===== src/rtl/flash_wear_pkg.sv =====
package flash_wear_pkg;
  typedef enum logic [1:0] {
    KIND_SWAP    = 2'd0,
    KIND_REFRESH = 2'd1,
    KIND_RETIRE  = 2'd2
  } req_kind_e;
endpackage


===== src/rtl/fwm_block_table.sv =====
module fwm_block_table #(
  parameter int NUM_BLOCKS = 8,
  parameter int CNT_W      = 6,
  parameter int BLK_W      = 3
) (
  input  logic                              clk_i,
  input  logic                              rst_ni,
  input  logic                              erase_vld_i,
  input  logic [BLK_W-1:0]                  erase_blk_i,
  input  logic                              take_vld_i,
  input  logic [BLK_W-1:0]                  take_blk_i,
  input  logic                              bad_set_i,
  input  logic [BLK_W-1:0]                  bad_blk_i,
  output logic [NUM_BLOCKS-1:0][CNT_W-1:0]  cnt_o,
  output logic [NUM_BLOCKS-1:0]             bad_o,
  output logic [NUM_BLOCKS-1:0]             spare_o
);
  localparam logic [CNT_W-1:0] CntMax = '1;

  for (genvar g = 0; g < NUM_BLOCKS; g++) begin : g_blk
    logic hit_erase, hit_take, hit_bad;
    assign hit_erase = erase_vld_i && (erase_blk_i == BLK_W'(g));
    assign hit_take  = take_vld_i  && (take_blk_i  == BLK_W'(g));
    assign hit_bad   = bad_set_i   && (bad_blk_i   == BLK_W'(g));

    always_ff @(posedge clk_i or negedge rst_ni) begin
      if (!rst_ni) begin
        cnt_o[g]   <= '0;
        bad_o[g]   <= 1'b0;
        spare_o[g] <= 1'b1;
      end else begin
        if (hit_erase) begin
          if (cnt_o[g] != CntMax) cnt_o[g] <= cnt_o[g] + CNT_W'(1);
          spare_o[g] <= 1'b1;
        end
        // taking wins over a same-cycle erase
        if (hit_take) spare_o[g] <= 1'b0;
        if (hit_bad)  bad_o[g]   <= 1'b1;
      end
    end
  end
endmodule


===== src/rtl/fwm_spare_picker.sv =====
module fwm_spare_picker #(
  parameter int NUM_BLOCKS = 8,
  parameter int BLK_W      = 3
) (
  input  logic [NUM_BLOCKS-1:0] spare_i,
  input  logic [NUM_BLOCKS-1:0] bad_i,
  output logic                  pick_vld_o,
  output logic [BLK_W-1:0]      pick_idx_o
);
  always_comb begin
    pick_vld_o = 1'b0;
    pick_idx_o = '0;
    for (int i = NUM_BLOCKS - 1; i >= 0; i--) begin
      if (spare_i[i] && !bad_i[i]) begin
        pick_vld_o = 1'b1;
        pick_idx_o = BLK_W'(i);
      end
    end
  end
endmodule


===== src/rtl/fwm_static_scan.sv =====
module fwm_static_scan #(
  parameter int NUM_BLOCKS = 8,
  parameter int CNT_W      = 6,
  parameter int BLK_W      = 3
) (
  input  logic                              clk_i,
  input  logic                              rst_ni,
  input  logic                              start_i,
  input  logic [NUM_BLOCKS-1:0][CNT_W-1:0]  cnt_i,
  input  logic [NUM_BLOCKS-1:0]             bad_i,
  input  logic [NUM_BLOCKS-1:0]             spare_i,
  output logic                              ptr_vld_o,
  output logic [BLK_W-1:0]                  ptr_o
);
  localparam logic [BLK_W-1:0] LastIdx = BLK_W'(NUM_BLOCKS - 1);

  logic             busy_q;
  logic [BLK_W-1:0] idx_q;
  logic             best_vld_q, nb_vld;
  logic [BLK_W-1:0] best_idx_q, nb_idx;
  logic [CNT_W-1:0] best_cnt_q, nb_cnt;
  logic             cand_ok, cand_win;

  assign cand_ok  = !bad_i[idx_q] && !spare_i[idx_q];
  assign cand_win = cand_ok && (!best_vld_q || (cnt_i[idx_q] < best_cnt_q));

  always_comb begin
    nb_vld = best_vld_q;
    nb_idx = best_idx_q;
    nb_cnt = best_cnt_q;
    if (cand_win) begin
      nb_vld = 1'b1;
      nb_idx = idx_q;
      nb_cnt = cnt_i[idx_q];
    end
  end

  always_ff @(posedge clk_i or negedge rst_ni) begin
    if (!rst_ni) begin
      busy_q     <= 1'b0;
      idx_q      <= '0;
      best_vld_q <= 1'b0;
      best_idx_q <= '0;
      best_cnt_q <= '0;
      ptr_vld_o  <= 1'b0;
      ptr_o      <= '0;
    end else if (start_i) begin
      busy_q     <= 1'b1;
      idx_q      <= '0;
      best_vld_q <= 1'b0;
    end else if (busy_q) begin
      best_vld_q <= nb_vld;
      best_idx_q <= nb_idx;
      best_cnt_q <= nb_cnt;
      if (idx_q == LastIdx) begin
        busy_q    <= 1'b0;
        ptr_vld_o <= nb_vld;
        ptr_o     <= nb_idx;
      end else begin
        idx_q <= idx_q + BLK_W'(1);
      end
    end
  end
endmodule


===== src/rtl/fwm_req_ctrl.sv =====
module fwm_req_ctrl
  import flash_wear_pkg::*;
#(
  parameter int BLK_W = 3
) (
  input  logic             clk_i,
  input  logic             rst_ni,
  input  logic             retire_i,
  input  logic             refresh_i,
  input  logic [BLK_W-1:0] rd_blk_i,
  input  logic             swap_i,
  input  logic [BLK_W-1:0] swap_dst_i,
  input  logic [BLK_W-1:0] swap_src_i,
  input  logic             ack_i,
  output logic             vld_o,
  output req_kind_e        kind_o,
  output logic [BLK_W-1:0] blk_o,
  output logic [BLK_W-1:0] src_o
);
  always_ff @(posedge clk_i or negedge rst_ni) begin
    if (!rst_ni) begin
      vld_o  <= 1'b0;
      kind_o <= KIND_SWAP;
      blk_o  <= '0;
      src_o  <= '0;
    end else if (vld_o) begin
      // pending: new conditions are dropped, also on the ack cycle
      if (ack_i) vld_o <= 1'b0;
    end else if (retire_i) begin
      vld_o  <= 1'b1;
      kind_o <= KIND_RETIRE;
      blk_o  <= rd_blk_i;
      src_o  <= '0;
    end else if (refresh_i) begin
      vld_o  <= 1'b1;
      kind_o <= KIND_REFRESH;
      blk_o  <= rd_blk_i;
      src_o  <= '0;
    end else if (swap_i) begin
      vld_o  <= 1'b1;
      kind_o <= KIND_SWAP;
      blk_o  <= swap_dst_i;
      src_o  <= swap_src_i;
    end
  end
endmodule


===== src/rtl/flash_wear_mgr.sv =====
module flash_wear_mgr
  import flash_wear_pkg::*;
#(
  parameter int NUM_BLOCKS     = 8,
  parameter int CNT_W          = 6,
  parameter int ERR_W          = 6,
  parameter int WEAR_THRESH    = 20,
  parameter int REFRESH_THRESH = 8,
  parameter int RETIRE_THRESH  = 16,
  localparam int BLK_W         = (NUM_BLOCKS > 1) ? $clog2(NUM_BLOCKS) : 1
) (
  input  logic             clk_i,
  input  logic             rst_ni,
  input  logic             erase_vld_i,
  input  logic [BLK_W-1:0] erase_blk_i,
  input  logic             alloc_req_i,
  output logic             alloc_vld_o,
  output logic             alloc_fail_o,
  output logic [BLK_W-1:0] alloc_blk_o,
  input  logic             rd_vld_i,
  input  logic [BLK_W-1:0] rd_blk_i,
  input  logic [ERR_W-1:0] rd_err_i,
  output logic             req_vld_o,
  output logic [1:0]       req_kind_o,
  output logic [BLK_W-1:0] req_blk_o,
  output logic [BLK_W-1:0] req_src_o,
  input  logic             req_ack_i,
  output logic             static_vld_o,
  output logic [BLK_W-1:0] static_ptr_o
);
  logic [NUM_BLOCKS-1:0][CNT_W-1:0] cnt_w;
  logic [NUM_BLOCKS-1:0]            bad_flags, spare_flags;
  logic                             pick_vld;
  logic [BLK_W-1:0]                 pick_idx;
  logic                             take_vld, retire_hit, refresh_hit, swap_hit;
  req_kind_e                        kind_w;

  assign take_vld    = alloc_req_i && pick_vld;
  assign retire_hit  = rd_vld_i && (rd_err_i >= ERR_W'(RETIRE_THRESH));
  assign refresh_hit = rd_vld_i && (rd_err_i >= ERR_W'(REFRESH_THRESH)) && !retire_hit;
  assign swap_hit    = take_vld && static_vld_o && (cnt_w[pick_idx] > CNT_W'(WEAR_THRESH));

  fwm_block_table #(.NUM_BLOCKS(NUM_BLOCKS), .CNT_W(CNT_W), .BLK_W(BLK_W)) u_table (
    .clk_i, .rst_ni,
    .erase_vld_i, .erase_blk_i,
    .take_vld_i (take_vld),
    .take_blk_i (pick_idx),
    .bad_set_i  (retire_hit),
    .bad_blk_i  (rd_blk_i),
    .cnt_o      (cnt_w),
    .bad_o      (bad_flags),
    .spare_o    (spare_flags)
  );

  fwm_spare_picker #(.NUM_BLOCKS(NUM_BLOCKS), .BLK_W(BLK_W)) u_picker (
    .spare_i    (spare_flags),
    .bad_i      (bad_flags),
    .pick_vld_o (pick_vld),
    .pick_idx_o (pick_idx)
  );

  fwm_static_scan #(.NUM_BLOCKS(NUM_BLOCKS), .CNT_W(CNT_W), .BLK_W(BLK_W)) u_scan (
    .clk_i, .rst_ni,
    .start_i   (erase_vld_i),
    .cnt_i     (cnt_w),
    .bad_i     (bad_flags),
    .spare_i   (spare_flags),
    .ptr_vld_o (static_vld_o),
    .ptr_o     (static_ptr_o)
  );

  fwm_req_ctrl #(.BLK_W(BLK_W)) u_req (
    .clk_i, .rst_ni,
    .retire_i   (retire_hit),
    .refresh_i  (refresh_hit),
    .rd_blk_i,
    .swap_i     (swap_hit),
    .swap_dst_i (pick_idx),
    .swap_src_i (static_ptr_o),
    .ack_i      (req_ack_i),
    .vld_o      (req_vld_o),
    .kind_o     (kind_w),
    .blk_o      (req_blk_o),
    .src_o      (req_src_o)
  );
  assign req_kind_o = kind_w;

  always_ff @(posedge clk_i or negedge rst_ni) begin
    if (!rst_ni) begin
      alloc_vld_o  <= 1'b0;
      alloc_fail_o <= 1'b0;
      alloc_blk_o  <= '0;
    end else begin
      alloc_vld_o  <= take_vld;
      alloc_fail_o <= alloc_req_i && !pick_vld;
      if (take_vld) alloc_blk_o <= pick_idx;
    end
  end
endmodule


===== config.mk =====
export PLATFORM = sky130hd
export DESIGN_NAME = flash_wear_mgr
export DESIGN_NICKNAME = d
export VERILOG_FILES = /design/src/rtl/flash_wear_pkg.sv /design/src/rtl/fwm_block_table.sv /design/src/rtl/fwm_spare_picker.sv /design/src/rtl/fwm_static_scan.sv /design/src/rtl/fwm_req_ctrl.sv /design/src/rtl/flash_wear_mgr.sv
export SDC_FILE = /design/constraint.sdc
export NUM_CORES = 1
export LEC_CHECK = 0
export BUFFER_PORTS_ARGS = -buffer_cell sky130_fd_sc_hd__clkbuf_2
export CAP_MARGIN = 20
export CORE_MARGIN = 1
export CORE_UTILIZATION = 40
export DETAILED_ROUTE_END_ITERATION = 7
export GPL_TIMING_DRIVEN = 0
export SLEW_MARGIN = 20
export SYNTH_ARGS = -nofsm -noshare
export SYNTH_HDL_FRONTEND = slang
export SYNTH_SLANG_ARGS = --single-unit

===== constraint.sdc =====
create_clock -name clk_i -period 5.4 [get_ports clk_i]
set_clock_uncertainty 0.1 [all_clocks]
set_input_delay 1.08 -clock clk_i [delete_from_list [all_inputs] [get_ports clk_i]]
set_output_delay 1.08 -clock clk_i [all_outputs]
set_load 0.03 [all_outputs]

Word level (Yosys, flattened, before mapping)
Cells that the tools add are included.

storage, ports and cells
  register bits after elaboration = 96
  output and inout port bits = 18
  logic and storage cells = 231

cells by class
  reductions and logical operators = 81
  order comparisons = 6
  bitwise operators = 2
  eq/ne operators = 31
  muxes and demuxes = 64
  $add $sub $neg = 9

operators with widths
  kind                                                                number
  two-way mux 3 bit                                                   18
  adder 6 x 1 -> 6 bit (second input constant)                        8
  inequality test 6 bit (second input constant)                       8
  logical AND 1 bit                                                   41
  equality test 3 bit (second input constant)                         13
  two-way mux 1 bit                                                   37
  binary-select mux 6 bit (select 3 bit)                              2
  AND reduction 2 bit                                                 11
  equality test 3 x 2 -> 1 bit (second input constant)                6
  nonzero test 2 bit                                                  9
  zero test 1 bit                                                     13
  two-way mux 6 bit                                                   2
  equality test 3 x 1 -> 1 bit (second input constant)                3
  zero test 3 bit                                                     3
  < comparator 3 x 4 -> 1 bit (second input constant)                 2
  binary-select mux 1 bit (select 3 bit)                              2
  greater-or-equal comparator 6 x 4 -> 1 bit (second input constant)  1
  greater-or-equal comparator 6 x 5 -> 1 bit (second input constant)  1
  greater-than comparator 6 x 5 -> 1 bit (second input constant)      1
  < comparator 6 bit                                                  1
  two-way mux 2 bit                                                   3
  AND reduction 3 bit                                                 2
  adder 3 x 1 -> 3 bit (second input constant)                        1
  nonzero test 3 bit                                                  1
  other kinds (3)                                                     4

Longest topological paths before layout
  depth after elaboration = 18
  gate-level depth with buffers = 15

Hierarchy
From an unflattened synthesis, not the netlist that was laid out.

second synthesis, totals
  cells, all modules = 468
  area, all modules = 5646.7 µm²

by module, submodules not included
  module            instances  cells each  area an instance (µm²)
  fwm_block_table   1          238         3041.7
  fwm_static_scan   1          123         1442.6
  flash_wear_mgr    1          47          576.8
  fwm_req_ctrl      1          37          419.2
  fwm_spare_picker  1          23          166.4

Least setup slack after synthesis
OpenSTA, ideal clock, no wires.

  kind = reg2reg
  start = register u_scan.idx_q[0]
  end = register u_scan.best_cnt_q[0]
  required time = 5.171 ns
  slack = 1.457 ns
  cell stages (with the launch flop) = 16
  data arrival time = 3.714 ns
  library setup time = 0.129 ns
  period minus slack after synthesis = 3.943 ns
  path buffers = 4
  cells stage by stage = dfrtp_1 buf_2 buf_2 buf_1 mux4_2 mux2_2 ha_1 a21o_1 a21o_1 a211o_1 a21o_1 a21oi_2 nand2_1 buf_2 nand2_1 o21ai_0

between the ends
  longest elaborated chain between the ends = 6
  elaborated cells on any way between the ends = 13

RTL lines
  element                                                                                           line                                                                 RTL
  start, declared                                                                                   fwm_static_scan.sv:18                                                logic [BLK_W-1:0] idx_q;
  start signal, assigned                                                                            fwm_static_scan.sv:60                                                idx_q <= idx_q + BLK_W'(1);
  binary-select mux 6 bit (select 3 bit) or binary-select mux 1 bit (select 3 bit) (tied branches)  fwm_static_scan.sv:25, fwm_static_scan.sv:34, fwm_static_scan.sv:24
  two-way mux 6 bit (not written as such) or two-way mux 1 bit (tied branches)                      fwm_static_scan.sv:25, fwm_static_scan.sv:34, fwm_static_scan.sv:24
  < comparator 6 bit or zero test 1 bit (tied branches)                                             fwm_static_scan.sv:25, fwm_static_scan.sv:24
  logical OR 1 bit or logical AND 1 bit (tied branches)                                             fwm_static_scan.sv:25, fwm_static_scan.sv:24
  logical AND 1 bit                                                                                 fwm_static_scan.sv:25                                                assign cand_win = cand_ok && (!best_vld_q || (cnt_i[idx_q] < best_cnt_q));
  AND reduction 3 bit (no source line)                                                              --
  end signal, assigned                                                                              fwm_static_scan.sv:54                                                best_cnt_q <= nb_cnt;
  end, declared                                                                                     fwm_static_scan.sv:21                                                logic [CNT_W-1:0] best_cnt_q, nb_cnt;

Several ways; a longest one is shown, not always the timed one. The select of a mux whose other input is x is not followed.
A chain may end at the register's enable or synchronous reset.

Worst setup path in the final report
Same ends and word-level chain as after synthesis.

==> results.yml <==
synthesis:
  ys_types: 78
  syn_avg_cell_area_um2: 10.4
  synth_edf_count: 0
  synthArstFlopShare_pct: 100
  yosysWarnings: 0
  syn_area_mm2: 0.00555
  syn-num-nets: 567
  synth-main-ff-cell: "dfrtp_1"
  synth-seq-area-share_pct: 43.5
  syn_inst: 534
  ys_ff_latch: 96
worst_hold_path:
  hold_class: "reg2reg"
floorplanning:
  die_w_um: 120
  coreArea_mm2: 0.0134
  rows: 42
  ios: 36
  die_h_um: 120
  dieArea_mm2: 0.0144
  initial_utilization_pct: 41.4
power_and_ir_drop:
  power_mw: 3.16
  powerDensity_mw_per_mm2: 498
  worst_ir_drop_vdd_mv: 0.193
  leakagePower_nw: 2.78
critical_path:
  critPathTopFamily: "buffers and inverters"
  criticalPathCategory: "reg2reg"
  reg2reg_to: "u_scan.best_cnt_q[0]"
  crit_path_end_kind: "flop"
  arrival_ns: 4.86
  cp.depth: 15
  crit_chain: "buf_2 > buf_2 > buf_1 > mux4_2 > mux2_2 > ha_1 > a21o_1 > a21o_1 > a211o_1 > a21o_1 > a21oi_2 > nand2_1 > buf_2 > nand2_1 > o21ai_0"
  cp_max_fo: 10
  path_buf_inv: 4
  crit_start: "u_scan.idx_q[0]"
  cp-endpoint: "u_scan.best_cnt_q[0]"
  worst_path_max_delay_cell: "buf_1"
  reg2reg_depth: 15
  crit_path_max_incr_delay_ns: 0.63
  r2r_start: "u_scan.idx_q[0]"
  r2r_slack_ns: 0.67
  required_ns: 5.53
  crit_path_start_kind: "flop"
status:
  status: "complete, no violations"
final_layout:
  regArea_mm2: 0.00241
  syn_to_final_growth_pct: 14.2
  nets: 611
  layout_commonest_cell: "dfrtp_1"
  instances_no_fill: 759
  diodes: 0
  drive_gt1_share_pct: 22.0
  final_cell_mix: "dfrtp_1, nand2_1, nor2_1, clkbuf_2, a21oi_1"
  n_fill_cell: 1234
  multi_input_area_mm2: 0.00295
sta:
  fin_crit_ns: 4.73
  drv_slew: 0
  rsz0062_at_grt: "no"
  fin_hold_ws_ns: 0.387
  tightest_slew_ns: 0.772
  max_slew_margin_pct: 48.5
  worst_slack_ns: 0.669
  fin_crit_sh_pct: 87.6
  setup_viol_count_final: 0
  fin_tns_setup_ns: 0
  fmax_ghz: 0.211
  hold_viol: 0
routing:
  num_vias: 4395
  wl_per_cell_um: 18.3
  routed_via_density: 5.79
  drc_errors: 0
  dr.pass1.iters: 6
  drt_iter0_markers: 357
  wl_um: 13900
  postRouteAntennaNets: 0
cts:
  holdBufCountCts: 0
  clk_latency_ns: 0.35
  cts_made_buffers: 9
  cts_tree: "yes"
  clk_transition_reported_paths_ns: 0.06
  cts.sinks: 96
  htree_levels: 3
  clock-root-buffer: "clkbuf_16"
  cts-resized-gates: 0
  post-cts-setup-buffer-count: 0
  cts_buffer_depth: 2
grt:
  grt_pass1_vias: 4277
  grt_pass1_wl_um: 22600
  track_usage_pct: 20.7
  antenna_found_initial: 0
  grt_max_degree: 59
  grt-ovfl-total: 0
placed_design:
  finalWeightedCongestion: 0.880
  hpwl_um: 10400
  dp_slack_ns: 0.684
  portBuffers: 32
  placed_cells: 743
flow_run:
  max_cap_violations: 0
==> flip-flops by register name, summed over array words and instances, names as in the netlist, 2 cells and up <==
register,flops
u_table.cnt_o,48
u_table.bad_o,8
u_table.spare_o,8
u_scan.best_cnt_q,6
alloc_blk_o,3
u_req.blk_o,3
u_req.src_o,3
u_scan.best_idx_q,3
u_scan.idx_q,3
u_scan.ptr_o,3
u_req.kind_o,2
==> per-layer routing <==
metal / GRT usage [%] / wire, um / vias to the layer above
li1: - / - / 2051
met1: 27.7 / 6140 / 2159
met2: 31.8 / 6320 / 153
met3: 4.09 / 920 / 32
met4: 10.5 / 488 / 0
met5: 0 / 0 / -
==> worst min-delay path: cells and delay by family, from the launching register on <==
family	cells	cell delay, ns
DFF	1	0.38
buffers and inverters	1	0.05
AOI/OAI and AO/OA	1	0.05
==> cell type report <==
cell class                      count  area share [%]
Clock inverter                      5            2.01
Timing Repair Buffer               33            3.10
Multi-Input combinational cell    401            46.5
Clock buffer                       11            3.83
Buffer                             19            1.93
Sequential cell                    96            38.1
Tap cell                          176            3.47
Inverter                           18            1.07
==> cell families after synthesis <==
group / after synthesis / synth area share (%)
simple gates: 186 / 17.1
compound gates: 126 / 17.2
flops: 96 / 43.5
xor+xnor: 41 / 6.47
buf+inv: 37 / 3.43
mux: 33 / 9.02
fa+ha+maj: 15 / 3.38
==> cell usage after synthesis, types with 2 or more instances <==
library cell	count	area (um2)
a41o_1	3	30.0
a21oi_2	4	35.0
a2bb2oi_1	2	17.5
nand4_1	22	138
o211ai_1	5	37.5
a21oi_1	30	150
and3_1	10	62.6
o221a_2	2	22.5
mux4_2	12	270
o2111ai_1	4	35.0
buf_2	5	25.0
inv_1	18	67.6
a211o_1	4	35.0
a211oi_1	4	30.0
dlygate4sd3_1	2	20.0
nor2b_1	11	68.8
xor2_1	14	123
nand2_2	2	12.5
nand2_1	55	206
nand2b_1	6	37.5
and2_1	3	18.8
dfstp_2	8	210
nor2_1	40	150
ha_1	15	188
buf_6	3	33.8
o211ai_2	4	50.1
mux2_2	16	180
a31oi_1	9	56.3
and4_1	2	17.5
dfrtp_1	88	2200
xnor2_1	27	236
nand2b_2	2	17.5
a22oi_1	4	30.0
a32oi_1	2	17.5
o31ai_1	2	15.0
o21a_1	4	30.0
a31o_2	4	35.0
a21o_1	6	45.0
clkbuf_1	7	26.3
nand3_1	8	40.0
nor3_1	10	50.1
o21ai_0	14	70.1
o21ai_1	2	10.0
mux2i_1	5	50.1
==> worst min-delay path by stage <==
stage	slack (ns)	depth (start not counted)	from	to
6_report	0.39	2	u_table.spare_o[4]	u_table.spare_o[4]
3_3_place_gp	0.37	2	alloc_blk_o[2]	alloc_blk_o[2]
2_1_floorplan	0.35	1	u_table.bad_o[5]	u_table.bad_o[5]
5_1_grt	0.40	2	u_table.spare_o[4]	u_table.spare_o[4]
3_5_place_dp	0.38	2	alloc_blk_o[1]	alloc_blk_o[1]
4_1_cts	0.39	2	u_table.spare_o[4]	u_table.spare_o[4]
==> report_power, final <==
group	switching [mW]	internal (mW)	total [mW]	leakage, nW
Sequential	0.281	0.968	1.25	1.17
Combinational	0.639	0.486	1.13	1.43
Clock	0.273	0.512	0.785	0.176
==> metrics by stage <==
stage | utilization [%] | area, um2
after global placement | 44.3 | 5930
after global routing | 47.3 | 6340
final | 47.3 | 6340
after floorplan | - | 5550
after detailed placement | 44.5 | 5970
after CTS | 47.3 | 6340
No activity file was read; power rests on OpenSTA's default activity.
